===== config.mk =====
export PLATFORM = sky130hd
export DESIGN_NAME = aft_tuner
export DESIGN_NICKNAME = d
export VERILOG_FILES = /design/src/rtl/aft_tuner.sv
export SDC_FILE = /design/constraint.sdc
export NUM_CORES = 1
export LEC_CHECK = 0
export BUFFER_PORTS_ARGS = -buffer_cell sky130_fd_sc_hd__buf_2
export CAP_MARGIN = 20
export CORE_MARGIN = 1.5
export CORE_UTILIZATION = 57
export DETAILED_ROUTE_END_ITERATION = 10
export PLACE_DENSITY_LB_ADDON = 0.3
export RECOVER_POWER = 50
export SLEW_MARGIN = 20
export SYNTH_ARGS = -nofsm -noshare
export SYNTH_HDL_FRONTEND = slang
export SYNTH_SLANG_ARGS = --single-unit

===== constraint.sdc =====
create_clock -name clk -period 3.3 [get_ports clk]
set_clock_uncertainty 0.15 [all_clocks]
set_input_delay 0.33 -clock clk [delete_from_list [all_inputs] [get_ports clk]]
set_output_delay 0.33 -clock clk [all_outputs]
set_load 0.01 [all_outputs]

===== src/rtl/aft_tuner.sv =====
module aft_tuner #(
  parameter int TW = 10,
  parameter int AW = 8,
  parameter int PW = 12,
  parameter int LW = 4,
  parameter int LO_CODE = 102,
  parameter int HI_CODE = 153,
  parameter int ID_CODE = 219,
  parameter int RST_WORD = 512,
  parameter int RST_SPAN = 64
) (
  input  logic          clk,
  input  logic          rst_n,
  input  logic [AW-1:0] ident_lvl,
  input  logic [AW-1:0] afts_lvl,
  input  logic [PW-1:0] tick_div,
  input  logic [LW-1:0] lock_need,
  input  logic [TW-1:0] span,
  input  logic          load_en,
  input  logic [TW-1:0] load_word,
  output logic [TW-1:0] tune_word,
  output logic          locked
);
  localparam int MAXW = (1 << TW) - 1;
  localparam int RLO  = (RST_WORD > RST_SPAN) ? RST_WORD - RST_SPAN : 0;
  localparam int RHI  = (RST_WORD + RST_SPAN > MAXW) ? MAXW : RST_WORD + RST_SPAN;

  logic [PW-1:0] cnt;
  logic [LW-1:0] streak;
  logic [TW-1:0] lo_lim, hi_lim;

  wire sig_ok   = ident_lvl >= AW'(ID_CODE);
  wire too_high = afts_lvl > AW'(HI_CODE);
  wire too_low  = afts_lvl < AW'(LO_CODE);
  wire tick     = cnt == tick_div;

  wire [LW-1:0] need    = (lock_need == '0) ? LW'(1) : lock_need;
  wire [LW:0]   streak1 = {1'b0, streak} + 1'b1;
  wire [TW:0]   up_sum  = {1'b0, load_word} + {1'b0, span};
  wire [TW-1:0] new_lo  = (load_word > span) ? load_word - span : '0;
  wire [TW-1:0] new_hi  = up_sum[TW] ? {TW{1'b1}} : up_sum[TW-1:0];

  always_ff @(posedge clk) begin
    if (!rst_n) begin
      cnt       <= '0;
      tune_word <= TW'(RST_WORD);
      lo_lim    <= TW'(RLO);
      hi_lim    <= TW'(RHI);
      streak    <= '0;
      locked    <= 1'b0;
    end else if (load_en) begin
      cnt       <= '0;
      tune_word <= load_word;
      lo_lim    <= new_lo;
      hi_lim    <= new_hi;
      streak    <= '0;
      locked    <= 1'b0;
    end else begin
      cnt <= tick ? '0 : cnt + 1'b1;
      if (!sig_ok) begin
        streak <= '0;
        locked <= 1'b0;
      end else if (tick) begin
        if (too_high) begin
          streak <= '0;
          locked <= 1'b0;
          if (tune_word < hi_lim) tune_word <= tune_word + 1'b1;
        end else if (too_low) begin
          streak <= '0;
          locked <= 1'b0;
          if (tune_word > lo_lim) tune_word <= tune_word - 1'b1;
        end else begin
          if (streak != need) streak <= streak + 1'b1;
          if (streak1 >= {1'b0, need}) locked <= 1'b1;
        end
      end
    end
  end
endmodule


# Word level (Yosys, flattened, before mapping)
# Index checks and enable logic that the tools add are counted.
[word_totals]
regBits = 47
inputBits = 55
out_inout_bits = 11
elab_cells = 53
[classes]
addsub = 7
n_lt_le_gt_ge = 7
n_eq_ne = 3
mux = 16
bitwise_logic = 2
reduce_logical = 12
[op_table]
columns = ["op", "count"]
rows = [
  ["$mux W10", 9],
  ["$gt A10 B10 Y1", 2],
  ["$mux W4", 4],
  ["$add A12 B1 Y12 const B", 1],
  ["$eq A12 B12 Y1", 1],
  ["$reduce_bool A3 Y1", 4],
  ["$add A10 B10 Y11", 1],
  ["$add A10 B1 Y10 const B", 1],
  ["$lt A10 B10 Y1", 1],
  ["$sub A10 B1 Y10 const B", 1],
  ["$sub A10 B10 Y10", 1],
  ["$ge A8 B8 Y1 const B", 1],
  ["$gt A8 B8 Y1 const B", 1],
  ["$lt A8 B7 Y1 const B", 1],
  ["$reduce_or A3 Y1", 2],
  ["$add A4 B1 Y5 const B", 1],
  ["$ge A5 B4 Y1", 1],
  ["$reduce_and A5 Y1", 1],
  ["$add A4 B1 Y4 const B", 1],
  ["$logic_not A4 Y1", 1],
  ["$ne A4 B4 Y1", 1],
  ["$reduce_and A2 Y1", 2],
  ["$reduce_bool A2 Y1", 2],
  ["$mux W1", 3],
  ["other kinds (2)", 3],
]

# Depth between registers and ports, before layout
[depth]
depth_word = 7
mapped_depth = 11

# Worst setup path before layout
# OpenSTA, ideal clock, no wires.
[synth_timing]
path_kind = "in2reg"
start = "input afts_lvl[2]"
end = "register tune_word[9]"
setup_time_ns = 0.124
t_arrival_ns = 2.567
required_time_ns = 3.026
setup_slack_ns = 0.458
path_stages = 10
path_buffers = 0
path_cell_list = "o211a_1 -> o31ai_4 -> ha_1 -> a211o_1 -> o211ai_1 -> a31oi_1 -> mux2i_1 -> o21ai_1 -> o41ai_1 -> a2111o_1"
[synth_via]
elab_chain_len = 5
word_cells_on_any_way = 10
classes_between = "order compare (2); eq/ne (1); mux (4); reduce/logical (3)"
[synth_rtl]
columns = ["element", "line", "rtl"]
rows = [
  ["from (decl)", "15", "input logic [AW-1:0] afts_lvl,"],
  ["$gt A8 B8 Y1", "33", "wire too_high = afts_lvl > AW'(HI_CODE);"],
  ["$mux W10", "64", "if (too_high) begin"],
  ["$mux W10", "63", "end else if (tick) begin"],
  ["$mux W10", "60", "if (!sig_ok) begin"],
  ["$mux W10", "51", "end else if (load_en) begin"],
  ["to (signal assigned)", "53", "tune_word <= load_word;"],
  ["to (signal assigned)", "67", "if (tune_word < hi_lim) tune_word <= tune_word + 1'b1;"],
  ["to (signal assigned)", "71", "if (tune_word > lo_lim) tune_word <= tune_word - 1'b1;"],
  ["to (decl)", "21", "output logic [TW-1:0] tune_word,"],
]
# Several ways; a longest one is shown, not always the timed one. The select of a mux whose other input is x is not followed.
# A chain may end at the register's enable or synchronous reset.

# Worst setup path after layout
# Ends and elaborated chain as after synthesis.

==> flow_summary.yaml <==
detailed_routing:
  drt-total-wl_um: 8770
  drt-pass1-iter-count: 8
  vias_per_cell: 5.69
  drt-wirelength-per-cell_um: 14.2
  dr.first_iter.drc_count: 134
  final_antenna_net_count: 0
  vias: 3521
  drc: 4
placement:
  hpwlAfterDp_um: 7050
  portBuffers: 64
  finalWeightedCongestion: 0.877
  post_dp_cell_area_mm2: 0.00426
  place_inst: 611
floorplanning:
  dieArea_mm2: 0.00733
  coreArea_mm2: 0.00646
  fp-row-count: 29
  start_util: 0.602
  die_h_um: 85.6
  io_pins: 66
  die_w_um: 85.6
cts:
  cts_made_buffers: 5
  clk_path_buf_depth: 2
  cts_tree: "yes"
  cts_sinks: 47
  cts_setup_buffers: 0
  cts-root-buf: "clkbuf_8"
  clk_latency_ns: 0.30
  clk_pin_slew_ns: 0.09
  cts_resized: 0
  ctsHoldBuffers: 0
  cts_max_level: 2
logic_synthesis:
  syn-cell-area_mm2: 0.00389
  ys_warn_count: 0
  ys_ff_latch: 47
  synth-edff-count: 0
  syn_inst: 482
  synth_nets: 593
  synth.distinct_cells: 57
  synthArstFlopShare: 0
  synth_seq_area_share: 0.242
  synth_flop_cell: "dfxtp_1"
  avgSynthCellArea_um2: 8.07
status:
  violations: "design-rule violations"
  status: "finished with violations"
worst_setup_path:
  crit_type: "input port to register"
  arrival_ns: 2.81
  timing.rr.end: "tune_word[5]"
  critical_path.cell_chain: "buf_2, o211a_1, o31ai_4, ha_1, a211o_1, o211ai_1, a31oi_1, mux2i_1, o21ai_1, o41ai_1, a2111o_1"
  startpoint_type: "input port"
  crit_path_end_kind: "register"
  cp_slowest_cell: "a2111o_1"
  ff2ff_setup_slack_ns: 0.58
  reg2reg_depth: 9
  cpPeakStageDelay_ns: 0.38
  r2r-start: "tune_word[5]"
  setup.worst_path.start: "afts_lvl[2]"
  crit_path_max_fanout: 7
  required_ns: 3.35
global_routing:
  first_global_vias: 3355
  grt_pass1_wl_um: 15000
  grt_max_degree: 27
  grt.total_usage: 0.248
  overflow: 0
  grt_antenna_before_repair: 0
timing:
  period_minus_slack_ns: 2.76
  final_max_slew_viol_count: 0
  slew_headroom: 0.531
  max_freq_ghz: 0.362
  setup_violations: 0
  fin_crit_sh: 0.838
  tightest_slew_ns: 0.702
  hold_violations: 0
  rsz0062_at_grt: "no"
  setup_tns_ns: 0
worst_hold_path:
  hold_class: "input port to register"
  worstHoldPathCells: 4
  worstHoldStart: "load_word[9]"
  hold_end: "tune_word[9]"
cells_and_area:
  final_util: 0.671
  mostFrequentLayoutCell: "inv_1"
  final_nets: 652
  fin_area_mm2: 0.00433
  area_growth_pct: 11.4
  fin_cells: 619
  diodes: 0
  final_cell_mix: "inv_1 (54), ha_1 (53), buf_2 (52)"
  layout-drive-gt1-share: 0.129
power:
  p_leak_uw: 0.00201
  power.total_uw: 1450
  irDropWorstVdd_v: 0.000174
  power_density_mw_per_mm2: 334
job:
  maxCapViolCount: 0
cells by family after synthesis:
group	Yosys count	synth area share
mux	9	0.0235
simple gates	119	0.151
fa+ha+maj	56	0.186
compound gates	137	0.226
flops	47	0.242
xor+xnor	46	0.104
buf+inv	68	0.0685
registers in the layout (all words and copies together) (netlist names):
register,count
hi_lim,10
locked,1
cnt,12
lo_lim,10
streak,4
tune_word,10
layout make-up:
class / instances / area, um^2
Fill cell: 561 / 2130
Clock buffer: 7 / 86.3
Sequential cell: 47 / 941
Tap cell: 77 / 96.3
Clock inverter: 1 / 8.76
Multi-Input combinational cell: 367 / 2680
Inverter: 54 / 203
Timing Repair Buffer: 66 / 320
Yosys cell counts, drive strengths merged, types with 5 or more instances:
master,instances,area share
a21oi,42,0.055
nor3,8,0.012
nor2,37,0.036
a211oi,7,0.015
nor2b,9,0.014
ha,53,0.17
nand2,25,0.024
o21ai,41,0.054
nand2b,5,0.0080
nand4,9,0.014
xor2,12,0.027
and3,6,0.0097
dfxtp,47,0.24
xnor2,34,0.077
a21o,11,0.021
nand3,7,0.0090
mux2i,8,0.021
clkbuf,10,0.0097
inv,54,0.052
worst max path at each step:
stage / to / depth (start not counted)
after floorplan: tune_word[9] / 10
after detailed placement: tune_word[9] / 11
after global routing: tune_word[9] / 11
after global placement: tune_word[9] / 11
after CTS: tune_word[9] / 11
final: tune_word[9] / 11
layer usage:
layer	wire, um	GRT usage
met5	0	0
met4	133	0.0762
met3	414	0.0212
met2	4080	0.414
met1	4140	0.341
critical path: cells and delay by family:
family | cells | cell delay (ns)
buf+inv | 1 | 0.10
mux | 1 | 0.17
fa+ha+maj | 1 | 0.37
compound gates | 8 | 1.84
stage by stage:
stage | worst slack [ns] | hold slack, ns
after floorplan | 0.458 | 0.275
after global placement | 0.322 | 0.288
after detailed placement | 0.252 | 0.295
after CTS | 0.568 | 0.217
after global routing | 0.389 | 0.246
final | 0.535 | 0.220
power by group:
| part | switching [uW] | total, uW | leakage [uW] | internal (uW) |
|---|---|---|---|---|
| sequential | 25.5 | 623 | 0.000386 | 597 |
| clock | 192 | 364 | 0.0000484 | 172 |
| combinational | 258 | 461 | 0.00158 | 202 |
| total | 476 | 1450 | 0.00201 | 971 |
(Power assumes the default switching activity.)
